`src/rtl/bscan_pkg.sv`:
```
package bscan_pkg;
    // operation applied to the capture/shift stage of every cell
    typedef enum logic [1:0] {
        OP_HOLD    = 2'd0,
        OP_CAPTURE = 2'd1,
        OP_SHIFT   = 2'd2
    } cell_op_e;

    localparam int CELLS_PER_PIN = 3;
endpackage

```
`src/rtl/bscan_cell.sv`:
```
module bscan_cell
    import bscan_pkg::*;
(
    input  logic     clk,
    input  logic     rst_n,
    input  cell_op_e op,
    input  logic     par_in,
    input  logic     ser_in,
    output logic     ser_out
);
    // capture/shift stage
    always_ff @(posedge clk or negedge rst_n) begin
        if (!rst_n) begin
            ser_out <= 1'b0;
        end else begin
            unique case (op)
                OP_CAPTURE: ser_out <= par_in;
                OP_SHIFT:   ser_out <= ser_in;
                default:    ser_out <= ser_out;
            endcase
        end
    end
endmodule

```
`src/rtl/bscan_pin.sv`:
```
module bscan_pin
    import bscan_pkg::*;
(
    input  logic     clk,
    input  logic     rst_n,
    input  cell_op_e op,
    input  logic     upd_en,
    input  logic     extest,
    input  logic     highz,
    input  logic     ser_in,
    output logic     ser_out,
    input  logic     core_out,
    input  logic     core_oe,
    input  logic     pad_in,
    output logic     pad_out,
    output logic     pad_oe
);
    logic oe_q, out_q;
    logic upd_out, upd_oe;

    // ring order inside one pin: enable -> output -> input
    bscan_cell u_oe (
        .clk(clk), .rst_n(rst_n), .op(op),
        .par_in(core_oe), .ser_in(ser_in), .ser_out(oe_q)
    );
    bscan_cell u_out (
        .clk(clk), .rst_n(rst_n), .op(op),
        .par_in(core_out), .ser_in(oe_q), .ser_out(out_q)
    );
    bscan_cell u_in (
        .clk(clk), .rst_n(rst_n), .op(op),
        .par_in(pad_in), .ser_in(out_q), .ser_out(ser_out)
    );

    // update stages for the two driving cells; the input cell observes only
    always_ff @(posedge clk or negedge rst_n) begin
        if (!rst_n) begin
            upd_out <= 1'b0;
            upd_oe  <= 1'b0;
        end else if (upd_en) begin
            upd_out <= out_q;
            upd_oe  <= oe_q;
        end
    end

    always_comb begin
        pad_out = extest ? upd_out : core_out;
        pad_oe  = extest ? upd_oe  : core_oe;
        if (highz) begin
            pad_oe = 1'b0;
        end
    end
endmodule

```
`src/rtl/bscan_ring.sv`:
```
module bscan_ring
    import bscan_pkg::*;
#(
    parameter int NUM_PINS = 4
) (
    input  logic                clk,
    input  logic                rst_n,
    input  logic                mode_extest,
    input  logic                highz,
    input  logic                capture_en,
    input  logic                shift_en,
    input  logic                update_en,
    input  logic                scan_in,
    output logic                scan_out,
    input  logic [NUM_PINS-1:0] core_out,
    input  logic [NUM_PINS-1:0] core_oe,
    input  logic [NUM_PINS-1:0] pad_in,
    output logic [NUM_PINS-1:0] pad_out,
    output logic [NUM_PINS-1:0] pad_oe
);
    cell_op_e cell_op;
    logic [NUM_PINS:0] link;

    // strobe decode: capture has priority over shift
    always_comb begin
        unique casez ({capture_en, shift_en})
            2'b1?:   cell_op = OP_CAPTURE;
            2'b01:   cell_op = OP_SHIFT;
            default: cell_op = OP_HOLD;
        endcase
    end

    assign link[NUM_PINS] = scan_in;
    assign scan_out       = link[0];

    for (genvar p = 0; p < NUM_PINS; p++) begin : g_pin
        bscan_pin u_pin (
            .clk      (clk),
            .rst_n    (rst_n),
            .op       (cell_op),
            .upd_en   (update_en),
            .extest   (mode_extest),
            .highz    (highz),
            .ser_in   (link[p+1]),
            .ser_out  (link[p]),
            .core_out (core_out[p]),
            .core_oe  (core_oe[p]),
            .pad_in   (pad_in[p]),
            .pad_out  (pad_out[p]),
            .pad_oe   (pad_oe[p])
        );
    end
endmodule

```
`config.mk`:
```
export PLATFORM = sky130hd
export DESIGN_NAME = bscan_ring
export DESIGN_NICKNAME = d
export VERILOG_FILES = /design/src/rtl/bscan_pkg.sv /design/src/rtl/bscan_cell.sv /design/src/rtl/bscan_pin.sv /design/src/rtl/bscan_ring.sv
export SDC_FILE = /design/constraint.sdc
export NUM_CORES = 1
export LEC_CHECK = 0
export BUFFER_PORTS_ARGS = -buffer_cell sky130_fd_sc_hd__buf_2
export CAP_MARGIN = 30
export CORE_MARGIN = 2
export CORE_UTILIZATION = 45
export CTS_BUF_LIST = sky130_fd_sc_hd__clkbuf_8
export DETAILED_ROUTE_END_ITERATION = 10
export PLACE_DENSITY_LB_ADDON = 0.3
export RECOVER_POWER = 100
export SKIP_LAST_GASP = 1
export SLEW_MARGIN = 20
export SYNTH_ARGS = -nofsm -noshare
export SYNTH_HDL_FRONTEND = slang
export SYNTH_SLANG_ARGS = --single-unit
```
`constraint.sdc`:
```
create_clock -name clk -period 1.3 [get_ports clk]
set_input_delay 0.195 -clock clk [delete_from_list [all_inputs] [get_ports clk]]
set_output_delay 0.195 -clock clk [all_outputs]
set_load 0.03 [all_outputs]
```
==> out/summary.txt, run 1 <==
Status: finished, final reports clean
Global-route wire length before repair: 3.077 mm
CTS tree: done
Clk_lat worst skew: 0.25 ns
Diodes inserted: 0
Crit path max fanout: 2
Aggregate global routing overflow: 0
Max-slew headroom at the worst pin: 0.6682
# rows: 17
Syn_nets: 109
Synth-to-Final Area Change: 15.22%
Seq/Total Area, Yosys: 0.4950
Final setup violation count: 0
Hold Fails Final Rpt: 0
Vias in the first global route: 692
# H-tree levels: 1
Area share of the largest cell type after synthesis: 0.4950
Power Total: 1.501 mW
Reg area: 500.5 um^2
Die height: 51.40 um
Clock-pin slew of the registers on the worst-case setup and hold paths: 0.07 ns
Delay-heaviest family, CP: flip-flops
Largest area contributor in the netlist: dfrtp_1
Multi-input logic area: 419.2 um^2
Distinct cells, synth: 11
CP cell instances: mux2_2, clkbuf_2
GP Congestion: 0.6629
Post-route setup TNS: 0 ns
Max-Cap Viols: 0
Worst VDD drop: 0.6807 mV
Crit path DAT: 1.07 ns
Clock Path Buffers: 2
Syn avg cell area: 11.36 um^2
Minimum clock period after layout: 1.264 ns
Final period util: 0.9725
Starting Density: 0.4660
# fillers: 209
PD cells: 1289 nW/um^2
Antenna viol nets, final: 0
Root Driver: clkbuf_8
Synth Warn #: 0
R2R setup slack: 0.51 ns
Drt first-iter violations: 3
Die width: 51.40 um
CP startpoint kind: flop
Initial antenna violation count: 0
P_leak: 0.5846 nW
CORE AREA: 2170 um^2
Slowest CP cell: dfrtp_1
Post-detailed-route wirelength per cell: 13.34 um
Remaining DRCs: 0
Die area: 2642 um^2
Leading post-synthesis cells by cell area: dfrtp_1 50%, mux2i_1 16%, mux2_2 13%
Post-Synthesis Cells: 89
Worst-margin pin slew: 0.4977 ns
Clk sinks: 20
RSZ-0062 raised after global routing: false
Worst EP required: 1.11 ns
Ys async rst share: 1.000
Cell Area, Synth: 1011 um^2
Max incr delay on CP: 0.38 ns
DR vias/cell: 5.044
Slew Viols, Final: 0
Most common cell in the synthesized netlist: dfrtp_1
Clk_skew: 0.002504 ns
Top cell types by occurrence after synthesis: 20 x dfrtp_1, 16 x mux2i_1, 12 x mux2_2, 12 x nand2_1, 9 x o21ai_1
Post-synth EDFFs: 0
Synth Register Bits: 20
Fmax: 791.0 MHz
Total GRT Usage: 0.1599
DRT Pass-1 Iters: 3
CP endpoint kind: output pin
Worst Path Buf+Inv: 1
IO Count: 29
Largest net degree at the start of global routing: 25
Num CTS Buffers: 3
Routed wire length: 1.828 mm
Critical path class: flop to output pin
Vias: 691
Port Buffers: 28
Top FF cell, synth: dfrtp_1
Final nets: 130
Worst Hold Class: primary input to flop
Share of cells above drive strength 1: 0.4037
Hpwl dp: 1.309 mm
flip-flops by register name (all words and copies together) (netlist names):
register                   cells
g_pin.u_pin.upd_out            4
g_pin.u_pin.u_in.ser_out       4
g_pin.u_pin.u_out.ser_out      4
g_pin.u_pin.u_oe.ser_out       4
g_pin.u_pin.upd_oe             4
where the power goes:
group	switching, mW	internal [mW]
sequential	0.0452	0.698
clock	0.189	0.269
combinational	0.166	0.135
total	0.400	1.10
what timing repair did:
item	in CTS	in global routing
resized for setup	0	3
hold buffers	1	0
endpoints found under the hold margin	20	0
endpoints found under the setup margin	0	1
setup buffers	0	0
metal layers:
metal,vias up,wire length (um),part of all wire,GRT usage
li1,336,-,-,-
met1,338,822,0.45,0.1966
met2,17,926,0.51,0.2735
met3,0,78,0.043,0.02047
met4,0,0,0,0.07895
met5,-,0,0,0
layout make-up:
cell class	instances	share of cell area
Sequential cell	20	0.4296
Tap cell	28	0.03008
Multi-Input combinational cell	56	0.3598
Clock buffer	4	0.04726
Timing Repair Buffer	29	0.1332
per-stage QoR:
step	hold WS (ns)	setup slack, ns	cell area, um^2	util	std cells
6_report	0.1443	0.03580	1165	0.5369	137
5_1_grt	0.1596	0.007974	1165	0.5369	137
4_1_cts	0.1374	0.01654	1160	0.5346	137
3_5_place_dp	0.1714	0.1318	1095	0.5046	132
3_3_place_gp	0.1672	0.1533	1095	0.5046	132
2_1_floorplan	-0.1006	0.2231	1011	-	89
cells by family (layout without fill, tap and decap cells):
group                  count (synthesis)  after routing  share of synthesized area
muxes                                 28             28                     0.2921
DFF                                   20             20                     0.4950
and+or+nand+nor                       16             16                    0.05940
buffers and inverters                 13             33                    0.09035
AOI/OAI and AO/OA                     12             12                    0.06312
tightest hold or removal path, cell delays in order:
cell	delay, ns
buf_2	0.07
nand2_1	0.04
o21ai_0	0.05
path summary, 6_finish.rpt:
check	start	endpoint	depth (start not counted)
hold reg to reg	g_pin[2].u_pin.upd_oe	g_pin[2].u_pin.upd_oe	1
max in group asynchronous	rst_n	g_pin[3].u_pin.u_oe.ser_out	2
min in group asynchronous	rst_n	g_pin[0].u_pin.u_out.ser_out	2
setup / recovery	g_pin[3].u_pin.upd_out	pad_out[3]	2
hold / removal	pad_in[1]	g_pin[1].u_pin.u_in.ser_out	3
setup reg to reg	g_pin[3].u_pin.u_oe.ser_out	g_pin[3].u_pin.upd_oe	1
placed cells by master (no fill, tap or decap), drive strengths merged:
cell | Yosys | routed
mux2i | 16 | 16
nor2 | 4 | 4
dfrtp | 20 | 20
nand2 | 12 | 12
o21ai | 12 | 12
buf | 13 | 23
mux2 | 12 | 12
clkbuf | 0 | 9
dlygate4sd3 | 0 | 1
Note: power is estimated with default switching activity, not from simulation.
==> inputs of run 2 (changes only) <==
--- a/config.mk
+++ b/config.mk
@@ -8,7 +8,7 @@
 export BUFFER_PORTS_ARGS = -buffer_cell sky130_fd_sc_hd__buf_2
 export CAP_MARGIN = 30
 export CORE_MARGIN = 2
-export CORE_UTILIZATION = 45
+export CORE_UTILIZATION = 53
 export CTS_BUF_LIST = sky130_fd_sc_hd__clkbuf_8
 export DETAILED_ROUTE_END_ITERATION = 10
 export PLACE_DENSITY_LB_ADDON = 0.3
==> constraint.sdc (replaced) <==
create_clock -name clk -period 1.3 [get_ports clk]
set_input_delay 0.065 -clock clk [delete_from_list [all_inputs] [get_ports clk]]
set_output_delay 0.065 -clock clk [all_outputs]
set_load 0.03 [all_outputs]
==> run 2 against run 1 <==
Clock power barely moved; first-iteration DRC count up 33%; via count decreased by 1.7%; wire length rose by 4.5%; register-to-register slack hardly changed; combinational power shrank 1%; sequential power about the same; critical path depth rose by 1; die area shrank 14%; non-clock buffer count stayed put; sequential cell count did not move; global-route usage grew 3.0 points; critical path type unchanged.
==> out/summary.txt, run 2 (synthesized netlist as in run 1, its figures left out) <==
Status: finished, final reports clean
CTS tree: done
Final period util: 0.8815
Global-route wire length before repair: 2.939 mm
Worst EP required: 1.24 ns
Port Buffers: 28
Combinational power share: 0.197
Final nets: 130
Final setup violation count: 0
Die area: 2273 um^2
Critical path class: flop to output pin
Diodes inserted: 0
P_leak: 0.5756 nW
Crit path max fanout: 2
Starting Density: 0.5730
Synth-to-Final Area Change: 13.99%
Crit path DAT: 1.08 ns
Root Driver: clkbuf_8
# rows: 15
Post CTS Setup Buffer Count: 0
Worst VDD drop: 0.9697 mV
CORE AREA: 1764 um^2
Drt first-iter violations: 4
Slew Viols, Final: 0
Routed wire length: 1.910 mm
Max-Cap Viols: 0
Post-Layout Cell Count: 134
Num CTS Buffers: 3
Remaining DRCs: 0
DRT Pass-1 Iters: 2
Clk sinks: 20
Hold buffers post-CTS: 1
Post-place setup slack: 0.3873 ns
Die height: 47.68 um
GP Congestion: 0.7345
Commonest cells after routing, fill and taps aside: 20 x dfrtp_1, 18 x buf_2, 16 x mux2i_1
Share of cells above drive strength 1: 0.3853
Minimum clock period after layout: 1.146 ns
Vias: 679
Internal power: 1.095 mW
Post-detailed-route wirelength per cell: 14.25 um
Worst-margin pin slew: 0.5075 ns
Worst Hold Class: primary input to flop
Post_cts resized: 0
Clk_skew: 0.0007711 ns
Hold Fails Final Rpt: 0
Total GRT Usage: 0.1900
# fillers: 165
PD cells: 1300 nW/um^2
RSZ-0062 raised after global routing: false
Most common cell after layout, fill and taps aside: dfrtp_1
Final hold slack: 0.01566 ns
DR vias/cell: 5.067
CP startpoint kind: flop
Sw Share: 0.2694
Psw: 403.8 uW
Antenna viol nets, final: 0
IO Count: 29
Worst Slack Setup Final: 0.1540 ns
Vias in the first global route: 695
Clk_lat worst skew: 0.25 ns
Clock Path Buffers: 2
Cell count after placement: 129
Aggregate global routing overflow: 0
Largest net degree at the start of global routing: 25
Clk pwr share: 0.306
Power Total: 1.499 mW
# H-tree levels: 1
Max-slew headroom at the worst pin: 0.6617
Fmax: 872.6 MHz
Seq pwr share: 0.497
Clock-pin slew of the registers on the worst-case setup and hold paths: 0.07 ns
Post-route setup TNS: 0 ns
Hpwl dp: 1.356 mm
Initial antenna violation count: 0
Die width: 47.68 um
CP endpoint kind: output pin
run 2: layout make-up:
| type | count | area, um^2 | share of cell area |
|---|---|---|---|
| repair buffers | 29 | 146.4 | 0.1270 |
| clock buffers | 4 | 55.05 | 0.04777 |
| multi-input cells | 56 | 419.2 | 0.3637 |
| well taps | 25 | 31.28 | 0.02714 |
| flip-flops and latches | 20 | 500.5 | 0.4343 |
run 2: stage by stage:
step | util | cell area (um^2)
floorplan | - | 1011
global placement | 0.6184 | 1091
detailed placement | 0.6184 | 1091
CTS | 0.6553 | 1156
global route | 0.6532 | 1152
finish | 0.6532 | 1152
run 2: path summary, 6_finish.rpt:
check | start | endpoint | slack, ns | depth (start not counted)
worst max-delay path | g_pin[2].u_pin.upd_oe | pad_oe[2] | 0.15 | 3
worst min-delay path | pad_in[1] | g_pin[1].u_pin.u_in.ser_out | 0.02 | 3
worst max register to register | g_pin[3].u_pin.u_oe.ser_out | g_pin[3].u_pin.upd_oe | 0.51 | 1
worst min register to register | g_pin[2].u_pin.upd_out | g_pin[2].u_pin.upd_out | 0.51 | 1
max in group asynchronous | rst_n | g_pin[1].u_pin.upd_oe | 0.65 | 2
min in group asynchronous | rst_n | g_pin[2].u_pin.upd_out | 0.31 | 2
run 2: routing by layer:
layer / vias up / share of wire / track usage
li1: 336 / - / -
met1: 326 / 0.45 / 0.2196
met2: 15 / 0.50 / 0.3405
met3: 2 / 0.045 / 0.03774
met4: 0 / 0.0047 / 0.08108
met5: - / 0 / 0
run 2: power by group through the flow:
stage	clock network (mW)	logic, mW	registers [mW]
floorplan	0	0.246	0.746
global placement	0	0.295	0.749
detailed placement	0	0.304	0.757
CTS	0.470	0.308	0.745
global route	0.508	0.324	0.753
finish	0.458	0.296	0.745
run 2: worst max-delay path: stages (launching register included):
cell and delay (ns):
dfrtp_1 0.35, mux2i_1 0.07, nor2_1 0.10, clkbuf_1 0.31
